File: src/rtl/dcb_pkg.sv
package dcb_pkg;
  // default geometry of the banked data array
  localparam int unsigned DEF_PORTS      = 4;
  localparam int unsigned DEF_BANKS      = 8;
  localparam int unsigned DEF_ADDR_W     = 32;
  localparam int unsigned DEF_LINE_BYTES = 32;
  localparam int unsigned DEF_WORD_BYTES = 4;
  localparam int unsigned DEF_ROWS       = 128;

  // phase of the instruction currently presented
  typedef enum logic {
    PH_FRESH   = 1'b0,  // nothing served yet
    PH_SERVING = 1'b1   // part of the instruction already served
  } phase_e;
endpackage

File: src/rtl/dcb_addr_split.sv
module dcb_addr_split #(
  parameter int unsigned ADDR_W   = 32,
  parameter int unsigned WORD_LSB = 2,
  parameter int unsigned WORD_W   = 3,
  parameter int unsigned BANK_W   = 3,
  parameter int unsigned ROW_W    = 7
) (
  input  logic [ADDR_W-1:0] addr,
  output logic [BANK_W-1:0] bank,
  output logic [ROW_W-1:0]  row,
  output logic [WORD_W-1:0] word
);
  localparam int unsigned BANK_LSB = WORD_LSB + WORD_W;
  localparam int unsigned ROW_LSB  = BANK_LSB + BANK_W;
  localparam int unsigned TOP_LSB  = ROW_LSB + ROW_W;

  assign word = addr[BANK_LSB-1:WORD_LSB];
  assign bank = addr[ROW_LSB-1:BANK_LSB];
  assign row  = addr[TOP_LSB-1:ROW_LSB];

  // byte offset and tag bits play no part in steering
  logic unused_bits;
  assign unused_bits = ^{addr[ADDR_W-1:TOP_LSB], addr[WORD_LSB-1:0]};
endmodule

File: src/rtl/dcb_bank_pick.sv
module dcb_bank_pick #(
  parameter int unsigned NPORTS = 4,
  parameter int unsigned NBANKS = 8,
  parameter int unsigned BANK_W = 3,
  parameter int unsigned ROW_W  = 7,
  parameter int unsigned WORD_W = 3
) (
  input  logic [NPORTS-1:0]             pending,
  input  logic [NPORTS-1:0][BANK_W-1:0] p_bank,
  input  logic [NPORTS-1:0][ROW_W-1:0]  p_row,
  input  logic [NPORTS-1:0][WORD_W-1:0] p_word,
  input  logic [NPORTS-1:0]             p_we,
  output logic [NPORTS-1:0]             grant,
  output logic [NBANKS-1:0]             b_en,
  output logic [NBANKS-1:0][ROW_W-1:0]  b_row,
  output logic [NBANKS-1:0][WORD_W-1:0] b_word,
  output logic [NBANKS-1:0]             b_we
);
  logic [NBANKS-1:0][NPORTS-1:0] bank_gnt;

  for (genvar b = 0; b < NBANKS; b++) begin : g_bank
    logic              found;
    logic [NPORTS-1:0] sel_vec;
    logic [ROW_W-1:0]  sel_row;
    logic [WORD_W-1:0] sel_word;
    logic              sel_we;

    // lowest port number wins the bank
    always_comb begin
      found    = 1'b0;
      sel_vec  = '0;
      sel_row  = '0;
      sel_word = '0;
      sel_we   = 1'b0;
      for (int p = 0; p < NPORTS; p++) begin
        if (!found && pending[p] && (p_bank[p] == BANK_W'(b))) begin
          found      = 1'b1;
          sel_vec[p] = 1'b1;
          sel_row    = p_row[p];
          sel_word   = p_word[p];
          sel_we     = p_we[p];
        end
      end
    end

    assign bank_gnt[b] = sel_vec;
    assign b_en[b]     = found;
    assign b_row[b]    = sel_row;
    assign b_word[b]   = sel_word;
    assign b_we[b]     = sel_we;
  end

  always_comb begin
    grant = '0;
    for (int b = 0; b < NBANKS; b++) begin
      grant = grant | bank_gnt[b];
    end
  end
endmodule

File: src/rtl/dcb_served_track.sv
module dcb_served_track
  import dcb_pkg::*;
#(
  parameter int unsigned NPORTS = 4
) (
  input  logic              clk,
  input  logic              rst_n,
  input  logic [NPORTS-1:0] req_valid,
  input  logic [NPORTS-1:0] grant,
  output logic [NPORTS-1:0] pending,
  output logic              stall
);
  logic [NPORTS-1:0] done_q, done_d;
  phase_e            phase_q, phase_d;
  logic              upd_en;

  // next-state logic
  always_comb begin
    pending = req_valid & ~done_q;
    stall   = |(pending & ~grant);
    if (stall) begin
      done_d  = done_q | grant;
      phase_d = PH_SERVING;
    end else begin
      done_d  = '0;
      phase_d = PH_FRESH;
    end
    upd_en = stall || (phase_q == PH_SERVING);
  end

  // state registers with explicit clock enable
  always_ff @(posedge clk or negedge rst_n) begin
    if (!rst_n) begin
      done_q  <= '0;
      phase_q <= PH_FRESH;
    end else if (upd_en) begin
      done_q  <= done_d;
      phase_q <= phase_d;
    end
  end

  // a stalled cycle always makes progress
  p_progress_r4: assert property (@(posedge clk) disable iff (!rst_n)
    stall |-> (grant != '0));

  // after a cycle without stall the whole request set is pending again
  p_fresh_after_r6: assert property (@(posedge clk) disable iff (!rst_n)
    !stall |=> (pending == req_valid));

  for (genvar p = 0; p < NPORTS; p++) begin : g_chk
    // a port served inside a stall is not served twice
    p_no_regrant_r6: assert property (@(posedge clk) disable iff (!rst_n)
      (stall && grant[p]) |=> !grant[p]);
  end
endmodule

File: src/rtl/dcache_bank_arbiter.sv
module dcache_bank_arbiter
  import dcb_pkg::*;
#(
  parameter int unsigned NPORTS     = DEF_PORTS,
  parameter int unsigned NBANKS     = DEF_BANKS,
  parameter int unsigned ADDR_W     = DEF_ADDR_W,
  parameter int unsigned LINE_BYTES = DEF_LINE_BYTES,
  parameter int unsigned WORD_BYTES = DEF_WORD_BYTES,
  parameter int unsigned ROWS       = DEF_ROWS,
  localparam int unsigned ROW_W     = $clog2(ROWS),
  localparam int unsigned WORD_W    = $clog2(LINE_BYTES / WORD_BYTES)
) (
  input  logic                             clk,
  input  logic                             rst_n,
  input  logic [NPORTS-1:0]                req_valid,
  input  logic [NPORTS-1:0][ADDR_W-1:0]    req_addr,
  input  logic [NPORTS-1:0]                req_we,
  output logic [NPORTS-1:0]                req_grant,
  output logic                             stall,
  output logic [NBANKS-1:0]                bank_en,
  output logic [NBANKS-1:0][ROW_W-1:0]     bank_row,
  output logic [NBANKS-1:0][WORD_W-1:0]    bank_word,
  output logic [NBANKS-1:0]                bank_we
);
  localparam int unsigned WORD_LSB = $clog2(WORD_BYTES);
  localparam int unsigned BANK_W   = $clog2(NBANKS);

  logic [NPORTS-1:0][BANK_W-1:0] dec_bank;
  logic [NPORTS-1:0][ROW_W-1:0]  dec_row;
  logic [NPORTS-1:0][WORD_W-1:0] dec_word;
  logic [NPORTS-1:0]             pending;

  for (genvar p = 0; p < NPORTS; p++) begin : g_dec
    dcb_addr_split #(
      .ADDR_W  (ADDR_W),
      .WORD_LSB(WORD_LSB),
      .WORD_W  (WORD_W),
      .BANK_W  (BANK_W),
      .ROW_W   (ROW_W)
    ) u_split (
      .addr(req_addr[p]),
      .bank(dec_bank[p]),
      .row (dec_row[p]),
      .word(dec_word[p])
    );
  end

  dcb_bank_pick #(
    .NPORTS(NPORTS),
    .NBANKS(NBANKS),
    .BANK_W(BANK_W),
    .ROW_W (ROW_W),
    .WORD_W(WORD_W)
  ) u_pick (
    .pending(pending),
    .p_bank (dec_bank),
    .p_row  (dec_row),
    .p_word (dec_word),
    .p_we   (req_we),
    .grant  (req_grant),
    .b_en   (bank_en),
    .b_row  (bank_row),
    .b_word (bank_word),
    .b_we   (bank_we)
  );

  dcb_served_track #(
    .NPORTS(NPORTS)
  ) u_track (
    .clk      (clk),
    .rst_n    (rst_n),
    .req_valid(req_valid),
    .grant    (req_grant),
    .pending  (pending),
    .stall    (stall)
  );

  // requester holds the instruction while stalled (input rule)
  p_hold_inputs_r6: assert property (@(posedge clk) disable iff (!rst_n)
    stall |=> ($stable(req_valid) && $stable(req_addr) && $stable(req_we)));

  // dead ports never reach a bank
  p_grant_valid_r3: assert property (@(posedge clk) disable iff (!rst_n)
    (req_grant & ~req_valid) == '0);

  // one enabled bank per granted port
  p_en_count_r8: assert property (@(posedge clk) disable iff (!rst_n)
    $countones(req_grant) == $countones(bank_en));

  for (genvar b = 0; b < NBANKS; b++) begin : g_bchk
    logic [NPORTS-1:0] hits;
    always_comb begin
      for (int p = 0; p < NPORTS; p++) begin
        hits[p] = req_grant[p] && (dec_bank[p] == BANK_W'(b));
      end
    end
    // at most one port per bank per cycle
    p_bank_single_r5: assert property (@(posedge clk) disable iff (!rst_n)
      $onehot0(hits));
  end

  for (genvar hi = 1; hi < NPORTS; hi++) begin : g_pri
    for (genvar lo = 0; lo < hi; lo++) begin : g_lo
      // a higher port never overtakes a waiting lower port on the same bank
      p_low_first_r4: assert property (@(posedge clk) disable iff (!rst_n)
        (pending[lo] && pending[hi] && (dec_bank[lo] == dec_bank[hi]))
          |-> !req_grant[hi]);
    end
  end
endmodule

File: config.mk
export PLATFORM = sky130hd
export DESIGN_NAME = dcache_bank_arbiter
export DESIGN_NICKNAME = d
export VERILOG_FILES = /design/src/rtl/dcb_pkg.sv /design/src/rtl/dcb_addr_split.sv /design/src/rtl/dcb_bank_pick.sv /design/src/rtl/dcb_served_track.sv /design/src/rtl/dcache_bank_arbiter.sv
export SDC_FILE = /design/constraint.sdc
export NUM_CORES = 1
export LEC_CHECK = 0
export BUFFER_PORTS_ARGS = -buffer_cell sky130_fd_sc_hd__buf_2
export CAP_MARGIN = 30
export CORE_AREA = 2 2 93 95
export CTS_BUF_LIST = sky130_fd_sc_hd__clkbuf_2
export DETAILED_ROUTE_END_ITERATION = 8
export DIE_AREA = 0 0 95 97
export PLACE_DENSITY = 0.81
export SLEW_MARGIN = 20
export SYNTH_ARGS = -nofsm -noshare
export SYNTH_HDL_FRONTEND = slang
export SYNTH_SLANG_ARGS = --single-unit
File: constraint.sdc
create_clock -name clk -period 3.8 [get_ports clk]
set_input_delay 0.19 -clock clk [delete_from_list [all_inputs] [get_ports clk]]
set_output_delay 0.19 -clock clk [all_outputs]
set_load 0.01 [all_outputs]
==> impl_metrics.tcl <==
set metrics [dict create \
    finish.utilization_pct 47.02 \
    viasPerCell 6.887 \
    fin_crit_ns 3.302 \
    routabilityCongestion 0.9909 \
    grt_max_degree 27 \
    grt_pass1_wl_um 22980 \
    path_buf_inv 2 \
    cp-start-kind "register" \
    synth_flop_cell "dfrtp_1" \
    numCtsBuffers 3 \
    yosys_warnings 0 \
    synth_nets 626 \
    yosys.cell_types.count 40 \
    synth_area_leader_cell "a22oi_1" \
    hold_viol_final 0 \
    p_leak_nw 1.558 \
    drt-total-wl_um 15010 \
    grt_pass1_vias 4261 \
    start_util_pct 38.32 \
    synthToLayoutAreaGrowth_pct 22.72 \
    avgSynthCellArea_um2 6.387 \
    die_y_um 97 \
    cts_resized 0 \
    drc 0 \
    p_per_area_nw_per_um2 214.2 \
    status "finished, final reports clean" \
    synth_edf_count 0 \
    synth_seq_cells 5 \
    max_stage_delay_ns 0.66 \
    relSlewSlack_pct 37.04 \
    fmax_mhz 302.8 \
    async_reset_ff_share_pct 100.0 \
    synth_area_leaders "a22oi_1, o21ai_0, clkbuf_1" \
    cp.required_ns 3.61 \
    drtAntennaViolNets 0 \
    htreeDepth 1 \
    finClkSkew_ns 0.006951 \
    track_usage_pct 30.66 \
    cp_top_family "simple AND/OR/NAND/NOR gates" \
    drt-pass1-iter-count 8 \
    cap_violations 0 \
    die_area_um2 9215 \
    drt_iter0_markers 580 \
    hp-class "in2reg" \
    synthCells 488 \
    root_buffer "clkbuf_2" \
    antenna_cells 0 \
    final-setup-viol-count 0 \
    final-max-slew-violation-count 0 \
    path_clk_slew_ns 0.07 \
    grt_setup_unrepaired "no" \
    worstSetupPathType "reg2out" \
    crit_path_max_fanout 12 \
    clkLatencyLatePin_ns 0.24 \
    worstSetupEndpointType "primary output" \
    io_pins 239 \
    core_area_um2 8134 \
    wire_per_inst_um 22.08 \
    post-route-period-util_pct 86.90 \
    grt-ovfl-total 0 \
    yosysSeqAreaShare_pct 4.014 \
    path_cells "or3b_1 -> o22ai_1 -> nor3b_1 -> buf_4 -> nor4_1 -> nand4b_1 -> nand2_2 -> buf_2" \
    drive_above_1_share_pct 36.35 \
    dp_hpwl_um 11120 \
    synth_top_area_share_pct 42.39 \
    core.rowCount 33 \
    synth_commonest_cells "a22oi_1, o21ai_0, clkbuf_1, buf_1, nor2_1" \
    numPortBuffers 162 \
    cts_tree "yes" \
    nets 714 \
    critPathArrivalTime_ns 3.11 \
    die_w_um 95 \
    cts.hold.buffers_added 1 \
    slowest_stage "nor4_1" \
    final.setup.tns_ns 0 \
    num_vias 4683 \
    synth.most_common_cell "a22oi_1" \
    cts.sinks 5 \
    antenna_found_initial 0 \
    cts_buffer_depth 2 \
    worst_pin_slew_ns 0.9409 \
    cts_setup_buffers 0 \
    syn_area_um2 3117 \
    vdd_drop_max_mv 0.09329 \
]
-- registers in the layout, indices dropped and copies added (netlist names) --
| register | count |
|---|---|
| u_track.done_q | 4 |
| u_track.phase_q | 1 |
-- cells in the final DEF (no fill, tap or decap), drive strengths merged --
master / count
buf: 186
a22oi: 176
o21ai: 88
nor2: 27
nand2: 13
nand3b: 9
nand3: 9
nor3b: 8
o32ai: 7
nand2b: 5
o22ai: 5
dfrtp: 5
or3b: 5
nor4b: 4
clkbuf: 4
nor2b: 3
a22o: 3
or2: 2
or3: 2
and3b: 2
nor4: 2
or4: 2
nor3: 2
inv: 1
o32a: 1
nand4b: 1
a21oi: 1
a2bb2oi: 1
dlygate4sd3: 1
-- path summary, 6_finish.rpt --
path | startpoint | end | slack (ns) | depth (start not counted)
min in group asynchronous | rst_n | u_track.done_q[2] | 0.29 | 2
hold reg to reg | u_track.phase_q | u_track.done_q[3] | 0.46 | 1
hold / removal | req_valid[0] | u_track.done_q[0] | 0.22 | 2
setup / recovery | u_track.done_q[1] | stall | 0.50 | 8
max in group asynchronous | rst_n | u_track.done_q[1] | 3.37 | 2
setup reg to reg | u_track.done_q[1] | u_track.done_q[1] | 0.83 | 8
-- per-stage QoR --
step / setup slack [ns] / total power, mW / hold slack, ns / cell area [µm²] / cells
after global placement: 0.8041 / 0.7370 / 0.004688 / 3775 / 672
after global routing: 0.2986 / 0.8749 / 0.2376 / 3825 / 680
after floorplan: 1.343 / 0.5348 / -0.1056 / 3117 / 488
final: 0.4977 / 0.8193 / 0.2213 / 3825 / 680
after CTS: 0.5471 / 0.8095 / 0.2171 / 3825 / 680
after detailed placement: 0.8137 / 0.7491 / 0.01125 / 3795 / 675
-- power breakdown --
group          switching (mW)  internal [mW]
clock                  0.0267         0.0279
sequential             0.0266         0.0786
combinational           0.404          0.256
total                   0.457          0.362
-- layer usage --
metal  global-route usage (%)  share of wire (%)  vias up
met5                        0                  0        -
met3                    3.037                 12       49
met2                    49.81                 46      415
li1                         -                  -     2076
met4                    10.93                3.6        0
met1                    41.62                 38     2143
-- final cells by class --
class	instances	area (µm²)
clock buffer	4	20.02
tap	105	131.4
fill	833	4309
inverter	1	3.754
sequential	5	125.1
timing repair buffer	187	998.5
multi-input combinational	378	2546
-- worst reg2reg max path, cell delays in order (launching register included) --
cell,delay [ns]
dfrtp_1,0.41
or3b_1,0.59
o22ai_1,0.32
nor3b_1,0.10
buf_4,0.20
nor4_1,0.66
nand4b_1,0.28
nand3_1,0.21
a22o_1,0.14
-- logic make-up (layout without fill, tap and decap cells) --
| family | after synthesis | count (layout) | synth area share [%] |
|---|---|---|---|
| DFF | 5 | 5 | 4.014 |
| AOI/OAI and AO/OA | 282 | 282 | 61.82 |
| and+or+nand+nor | 96 | 96 | 19.07 |
| buffers and inverters | 105 | 192 | 15.09 |
(Power assumes the default switching activity.)
